`config.mk`:
```
export PLATFORM = sky130hd
export DESIGN_NAME = gpio_edge_port
export DESIGN_NICKNAME = d
export VERILOG_FILES = /design/src/rtl/gpio_edge_pkg.sv /design/src/rtl/gpio_edge_sync.sv /design/src/rtl/gpio_edge_ctrl.sv /design/src/rtl/gpio_edge_dp.sv /design/src/rtl/gpio_edge_port.sv
export SDC_FILE = /design/constraint.sdc
export NUM_CORES = 1
export LEC_CHECK = 0
export CAP_MARGIN = 20
export CORE_MARGIN = 2
export CORE_UTILIZATION = 63
export CTS_CLUSTER_SIZE = 28
export DETAILED_ROUTE_END_ITERATION = 10
export DONT_BUFFER_PORTS = 1
export PLACE_DENSITY_LB_ADDON = 0.25
export SYNTH_ARGS = -nofsm -noshare
export SYNTH_HDL_FRONTEND = slang
export SYNTH_SLANG_ARGS = --single-unit
```
`constraint.sdc`:
```
create_clock -name clk -period 1.6 [get_ports clk]
set_input_delay 0.08 -clock clk [delete_from_list [all_inputs] [get_ports clk]]
set_output_delay 0.08 -clock clk [all_outputs]
set_load 0.05 [all_outputs]
```
`src/rtl/gpio_edge_pkg.sv`:
```
package gpio_edge_pkg;

  localparam int REG_ADDR_W = 4;

  typedef enum logic [REG_ADDR_W-1:0] {
    REG_INPUT = 4'd0,
    REG_OUT   = 4'd1,
    REG_DIR   = 4'd2,
    REG_HIZ   = 4'd3,
    REG_PULL  = 4'd4,
    REG_INV   = 4'd5,
    REG_IEN   = 4'd6,
    REG_RISE  = 4'd7,
    REG_FALL  = 4'd8
  } regSel_e;

  typedef struct packed {
    logic wrOut;
    logic wrDir;
    logic wrHiz;
    logic wrPull;
    logic wrInv;
    logic wrIen;
    logic wrRise;
    logic wrFall;
    logic rdInput;
    logic warm;
  } regStrobe_t;

endpackage

```
`src/rtl/gpio_edge_sync.sv`:
```
module gpio_edge_sync #(
  parameter int WIDTH  = 8,
  parameter int STAGES = 2
) (
  input  logic             clk,
  input  logic             rstN,
  input  logic [WIDTH-1:0] asyncIn,
  output logic [WIDTH-1:0] syncOut
);

  logic [WIDTH-1:0] stage [STAGES];

  always_ff @(posedge clk or negedge rstN) begin
    if (!rstN) stage[0] <= '0;
    else       stage[0] <= asyncIn;
  end

  generate
    for (genvar s = 1; s < STAGES; s++) begin : g_stage
      always_ff @(posedge clk or negedge rstN) begin
        if (!rstN) stage[s] <= '0;
        else       stage[s] <= stage[s-1];
      end
    end
  endgenerate

  assign syncOut = stage[STAGES-1];

endmodule

```
`src/rtl/gpio_edge_ctrl.sv`:
```
module gpio_edge_ctrl
  import gpio_edge_pkg::*;
#(
  parameter int SYNC_STAGES = 2
) (
  input  logic                  clk,
  input  logic                  rstN,
  input  logic [REG_ADDR_W-1:0] regAddr,
  input  logic                  wrEn,
  input  logic                  rdEn,
  output regStrobe_t            strb
);

  localparam int CNT_W = $clog2(SYNC_STAGES + 1);
  localparam logic [CNT_W-1:0] WARM_END = CNT_W'(SYNC_STAGES);

  logic [CNT_W-1:0] warmCnt;

  // Hold the snapshot on the pins until the synchronizer has filled.
  always_ff @(posedge clk or negedge rstN) begin
    if (!rstN)                   warmCnt <= '0;
    else if (warmCnt != WARM_END) warmCnt <= warmCnt + 1'b1;
  end

  always_comb begin
    strb         = '0;
    strb.warm    = (warmCnt != WARM_END);
    strb.rdInput = rdEn && (regAddr == REG_INPUT);
    if (wrEn) begin
      case (regAddr)
        REG_OUT:  strb.wrOut  = 1'b1;
        REG_DIR:  strb.wrDir  = 1'b1;
        REG_HIZ:  strb.wrHiz  = 1'b1;
        REG_PULL: strb.wrPull = 1'b1;
        REG_INV:  strb.wrInv  = 1'b1;
        REG_IEN:  strb.wrIen  = 1'b1;
        REG_RISE: strb.wrRise = 1'b1;
        REG_FALL: strb.wrFall = 1'b1;
        default:  ;
      endcase
    end
  end

  // a write strobe reaches at most one register
  assert_single_write_R12: assert property (@(posedge clk) disable iff (!rstN)
    $onehot0({strb.wrOut, strb.wrDir, strb.wrHiz, strb.wrPull,
              strb.wrInv, strb.wrIen, strb.wrRise, strb.wrFall}));

endmodule

```
`src/rtl/gpio_edge_dp.sv`:
```
module gpio_edge_dp
  import gpio_edge_pkg::*;
#(
  parameter int   WIDTH            = 8,
  parameter bit   PULL_UP_AT_RESET = 1'b0
) (
  input  logic                  clk,
  input  logic                  rstN,
  input  regStrobe_t            strb,
  input  logic [REG_ADDR_W-1:0] regAddr,
  input  logic [WIDTH-1:0]      wrData,
  input  logic [WIDTH-1:0]      pinNow,
  output logic [WIDTH-1:0]      rdData,
  output logic [WIDTH-1:0]      padOut,
  output logic [WIDTH-1:0]      padOe,
  output logic [WIDTH-1:0]      pullEn,
  output logic                  irqN
);

  logic [WIDTH-1:0] outLevel, dirIn, hiZ, pullReg, invert, irqEnReg, riseSel, fallSel;
  logic [WIDTH-1:0] snap, trackMask, armed, pending;

  always_ff @(posedge clk or negedge rstN) begin
    if (!rstN) begin
      outLevel <= '0;
      dirIn    <= '1;
      hiZ      <= '0;
      pullReg  <= {WIDTH{PULL_UP_AT_RESET}};
      invert   <= '0;
      irqEnReg <= '0;
      riseSel  <= '1;
      fallSel  <= '1;
    end else begin
      if (strb.wrOut)  outLevel <= wrData;
      if (strb.wrDir)  dirIn    <= wrData;
      if (strb.wrHiz)  hiZ      <= wrData;
      if (strb.wrPull) pullReg  <= wrData;
      if (strb.wrInv)  invert   <= wrData;
      if (strb.wrIen)  irqEnReg <= wrData;
      if (strb.wrRise) riseSel  <= wrData;
      if (strb.wrFall) fallSel  <= wrData;
    end
  end

  assign padOut = outLevel;
  assign padOe  = ~dirIn & ~hiZ;
  assign pullEn = pullReg;

  // Per-pin edge qualification against the snapshot.
  assign armed = dirIn & irqEnReg;
  generate
    for (genvar i = 0; i < WIDTH; i++) begin : g_pin
      assign trackMask[i] = strb.warm | strb.rdInput | ~armed[i];
      assign pending[i]   = armed[i] & (pinNow[i] ^ snap[i]) &
                            (pinNow[i] ? riseSel[i] : fallSel[i]);
    end
  endgenerate

  always_ff @(posedge clk or negedge rstN) begin
    if (!rstN) begin
      snap <= '0;
      irqN <= 1'b1;
    end else begin
      snap <= (pinNow & trackMask) | (snap & ~trackMask);
      irqN <= ~|pending;
    end
  end

  always_comb begin
    case (regAddr)
      REG_INPUT: rdData = pinNow ^ invert;
      REG_OUT:   rdData = outLevel;
      REG_DIR:   rdData = dirIn;
      REG_HIZ:   rdData = hiZ;
      REG_PULL:  rdData = pullReg;
      REG_INV:   rdData = invert;
      REG_IEN:   rdData = irqEnReg;
      REG_RISE:  rdData = riseSel;
      REG_FALL:  rdData = fallSel;
      default:   rdData = '0;
    endcase
  end

  // a direction write lands on the next edge
  assert_dir_write_R12: assert property (@(posedge clk) disable iff (!rstN)
    strb.wrDir |=> (dirIn == $past(wrData)));

  // an input read reloads the snapshot with the sampled pins
  assert_read_reloads_R8: assert property (@(posedge clk) disable iff (!rstN)
    strb.rdInput |=> (snap == $past(pinNow)));

  // all interrupts masked keeps the line released
  assert_masked_quiet_R10: assert property (@(posedge clk) disable iff (!rstN)
    (irqEnReg == '0) |=> irqN);

  // all pins as outputs keeps the line released
  assert_outputs_quiet_R10: assert property (@(posedge clk) disable iff (!rstN)
    (dirIn == '0) |=> irqN);

endmodule

```
`src/rtl/gpio_edge_port.sv`:
```
module gpio_edge_port
  import gpio_edge_pkg::*;
#(
  parameter int WIDTH            = 8,
  parameter int SYNC_STAGES      = 2,
  parameter bit PULL_UP_AT_RESET = 1'b0
) (
  input  logic                  clk,
  input  logic                  rstN,
  input  logic [REG_ADDR_W-1:0] regAddr,
  input  logic                  wrEn,
  input  logic [WIDTH-1:0]      wrData,
  input  logic                  rdEn,
  output logic [WIDTH-1:0]      rdData,
  input  logic [WIDTH-1:0]      padIn,
  output logic [WIDTH-1:0]      padOut,
  output logic [WIDTH-1:0]      padOe,
  output logic [WIDTH-1:0]      pullEn,
  output logic                  irqN
);

  regStrobe_t       strb;
  logic [WIDTH-1:0] pinNow;

  gpio_edge_sync #(.WIDTH(WIDTH), .STAGES(SYNC_STAGES)) u_sync (
    .clk(clk), .rstN(rstN), .asyncIn(padIn), .syncOut(pinNow)
  );

  gpio_edge_ctrl #(.SYNC_STAGES(SYNC_STAGES)) u_ctrl (
    .clk(clk), .rstN(rstN), .regAddr(regAddr), .wrEn(wrEn), .rdEn(rdEn), .strb(strb)
  );

  gpio_edge_dp #(.WIDTH(WIDTH), .PULL_UP_AT_RESET(PULL_UP_AT_RESET)) u_dp (
    .clk(clk), .rstN(rstN), .strb(strb), .regAddr(regAddr), .wrData(wrData),
    .pinNow(pinNow), .rdData(rdData), .padOut(padOut), .padOe(padOe),
    .pullEn(pullEn), .irqN(irqN)
  );

endmodule

```
==> results.txt <==
The net count of the finished layout is 432. The mean routed wirelength per cell is 21.27 um. The CTS buffer count is 9. The die outline width came out at 85.62 um. Wires add up to 10380 um. The checks that failed: hold timing, setup timing.

The number of antenna-violating nets in the routed design came out at 0. The post-cts hold buffer count is 17. The full die area is 0.007330 mm2. CTS built an H-tree with a depth of 3. The most frequent standard cell in the layout excluding fill and tap cells is mux2_2.

The total via count in the routed design is 3083. The vias per cell came out at 6.318. The unique cell type count in the Yosys netlist came out at 40. The synthesized design devotes to its leading area cell type 39.36% of total area. The number of non-filler instances in the completed layout is 488.

The achievable clock frequency is 0.5778 GHz. Averaged over all synthesized cells, the footprint is 12.76 um2. After detailed placement, the total cell area comes to 0.004611 mm2.

The maximum vdd ir drop is 1231 uV. The number of placement rows is 29. The clock-pin transition on the worst setup and hold timing paths is 0.09 ns. The power per standard cell area came out at 1315 mW/mm2. The max-capacitance violation count came out at 0. CTS placed an instance of clkbuf_8 at the clock tree root. The final hold violation count is 91. The worst setup path is captured at an output port. For this design the static power due to leakage is 2.192 nW.

The boundary pin count is 57. The final critical path takes up 108.2% of the cycle. The first global-routing pass estimated 16230 um of wire. For this run, the total global-route usage over all layers was measured as 29.64%. The initial standard-cell utilization of the core came out at 65.71%.

At the end of routability-driven placement, the weighted congestion stood at 0.8792. On the final layout, the worst clock skew is 0.008815 ns. Ranked by total cell area, the synthesized netlist is headed by dfrtp_1 39%, mux2_2 21%, dfstp_2 16%, nand2_1 2.0%, mux2i_1 1.9%. The worst slack on hold paths came out at -0.5979 ns. The area added between synthesis and finish is 23.67%. The yosys synthesis warning count is 0. The library cell occupying the most area in the post-synthesis netlist is dfrtp_1. The data arrival time of the critical path came out at 1.65 ns. The number of synthesized register bits is 91. The total area inside the core boundary comes to 0.006386 mm2. The number of antenna violations at the first check in global routing is 0. The detailed router's first-iteration violation count is 226. By startpoint and endpoint, the worst setup path is classified as reg2out. The residual DRC count came out at 0. The worst setup path is launched from a flip-flop.

In the layout the commonest cells are 75 x mux2_2, 63 x buf_4, 60 x dfrtp_1, 25 x dfstp_2, 22 x nand2_1. The fill cell total of the finished layout is 374. The largest driver fanout on the critical path came out at 2. Counting every sink on the clock net gives 91.

The overall die height came out at 85.62 um. The clock network latency to the later pin of the worst-skew pair came out at 0.36 ns. The antenna cell count is 0.

The summed area of non-filler cells in the final layout came out at 0.005190 mm2. The count of pins over their slew limit came to 0. The total grt overflow is 0. The count of mapped cells out of synthesis came out at 329. The required arrival time at the worst endpoint came out at 1.52 ns. TritonCTS built the clock tree.

Setup repair after global routing could not meet its margin everywhere. The number of buffers added on ports came out at 0. The fraction of layout cells with a size suffix above 1 is 51.82%.

Entering global routing, the biggest net connects 92 pins. In this run the worst hold path is classified as in2async. The first-pass iteration count of the detailed router came out at 4. The proportion of synthesized chip area in sequential cells is 55.01%.

The measured slew at the worst slew-check pin came out at 0.5401 ns. The summed instance area of the synthesized netlist is 0.004197 mm2. The number of global-route vias before repair came out at 3144. The shortest clock period the worst path allows after layout came out at 1.731 ns. The maximum root-to-sink buffer count is 2. The detailed-placement wirelength estimate is 6473 um. The number of failing setup endpoints in the final timing report came out at 8. The run finished, with violations left. The fraction of the core area covered by cells at the end of the flow is 81.27%. The slack of the critical path is -0.1308 ns. The number of cells after detailed placement is 440. The total nets after synthesis came out at 354. The relative max-transition margin came out at 64.00%.
-- power by group --
group          switching [W]  total, W  internal (W)  leakage, nW
clock               0.000823   0.00143      0.000603       0.0806
combinational        0.00119   0.00213      0.000937         1.06
sequential          0.000410   0.00327       0.00286         1.05
-- registers in the layout, summed over array words and instances, names as in the netlist, named ones only --
signal,flops
u_dp.invert,8
u_dp.dirIn,8
u_dp.padOut,8
u_dp.irqEnReg,8
u_dp.fallSel,8
u_ctrl.warmCnt,2
u_sync.syncOut,8
u_dp.irqN,1
u_dp.hiZ,8
u_sync.stage,8
u_dp.pullEn,8
u_dp.riseSel,8
-- layer usage --
metal | vias to the layer above | wire, um | track usage, %
li1 | 1370 | - | -
met1 | 1580 | 4474 | 39.64
met2 | 112 | 5034 | 46.73
met3 | 21 | 615 | 7.122
met4 | 0 | 257 | 12.84
met5 | - | 0 | 0
-- cell families (layout without fill, tap and decap cells) --
kind of cell,after synthesis,after routing,synth area share [%]
compound gates,48,48,8.319
mux,87,87,23.11
simple gates,78,78,9.660
flops,91,91,55.01
xor+xnor,8,8,1.670
fa+ha+maj,1,1,0.2981
buf+inv,16,98,1.938
-- final timing paths --
check / startpoint / to / slack (ns) / cells after the start
max: u_dp.padOut[6] / rdData[6] / -0.13 / 5
min: rstN / u_dp.pullEn[3] / -0.60 / 0
max reg2reg: u_ctrl.warmCnt[0] / flip-flop / 0.12 / 5
min reg2reg: u_sync.stage[12] / u_sync.syncOut[4] / 0.36 / 0
max in group asynchronous: rstN / u_dp.dirIn[0] / 1.98 / 0
min in group clk: regAddr[1] / u_dp.padOut[5] / 0.03 / 2
-- cells in the mapped netlist --
cell	n
nand2_1	22
mux2i_1	8
or3b_2	1
a211o_1	1
nor2_2	2
nand2b_1	3
nor2_1	19
or3b_1	1
a31oi_1	5
buf_1	1
a221oi_1	6
nor3b_1	3
nor2b_1	4
buf_6	2
nand3_1	10
nor3_2	1
o2bb2ai_1	1
a211oi_1	1
inv_1	2
o22ai_1	11
nand4_1	1
and3b_1	1
clkbuf_1	6
mux2_2	79
xnor2_1	8
and4_1	1
o21ai_4	1
ha_1	1
dfstp_2	25
nand3b_1	8
a22oi_1	8
o211ai_1	7
o21ai_0	1
clkbuf_2	1
o32ai_1	1
buf_2	4
o311ai_1	1
or4_4	1
dfrtp_1	66
a21oi_1	4
-- metrics by stage --
| stage | hold WS, ns | worst slack [ns] | power, W | setup TNS (ns) |
|---|---|---|---|---|
| final | -0.5979 | -0.1308 | 0.006825 | -0.8315 |
| after global routing | -0.6276 | -0.2119 | 0.007084 | -1.408 |
| after CTS | -0.6176 | -0.1503 | 0.006717 | -0.7756 |
| after detailed placement | -0.2139 | 0.04548 | 0.005152 | 0 |
| after global placement | -0.2132 | 0.09143 | 0.005087 | 0 |
| after floorplan | -0.2156 | -0.06407 | 0.004643 | -0.1162 |
-- critical path: stages (launching register included) --
cell and delay, ns:
dfrtp_2 0.41, mux2_4 0.27, o2bb2ai_2 0.12, a211oi_2 0.17, o211ai_1 0.12, buf_4 0.20
-- timing repair --
item	in CTS	in global routing
gates resized for setup	11	8
setup endpoints to repair	8	8
setup buffers	9	7
endpoints found under the hold margin	163	91
pin swaps	18	11
-- layout make-up --
class	instances	area, um2	area share (%)
flip-flops and latches	91	2316	44.62
multi-input cells	222	1929	37.17
repair buffers	81	663.1	12.78
clock buffers	10	137.6	2.652
well taps	77	96.34	1.856
clock inverters	5	40.04	0.7715
inverters	2	7.507	0.1446
Note: power is estimated with default switching activity, not from simulation.
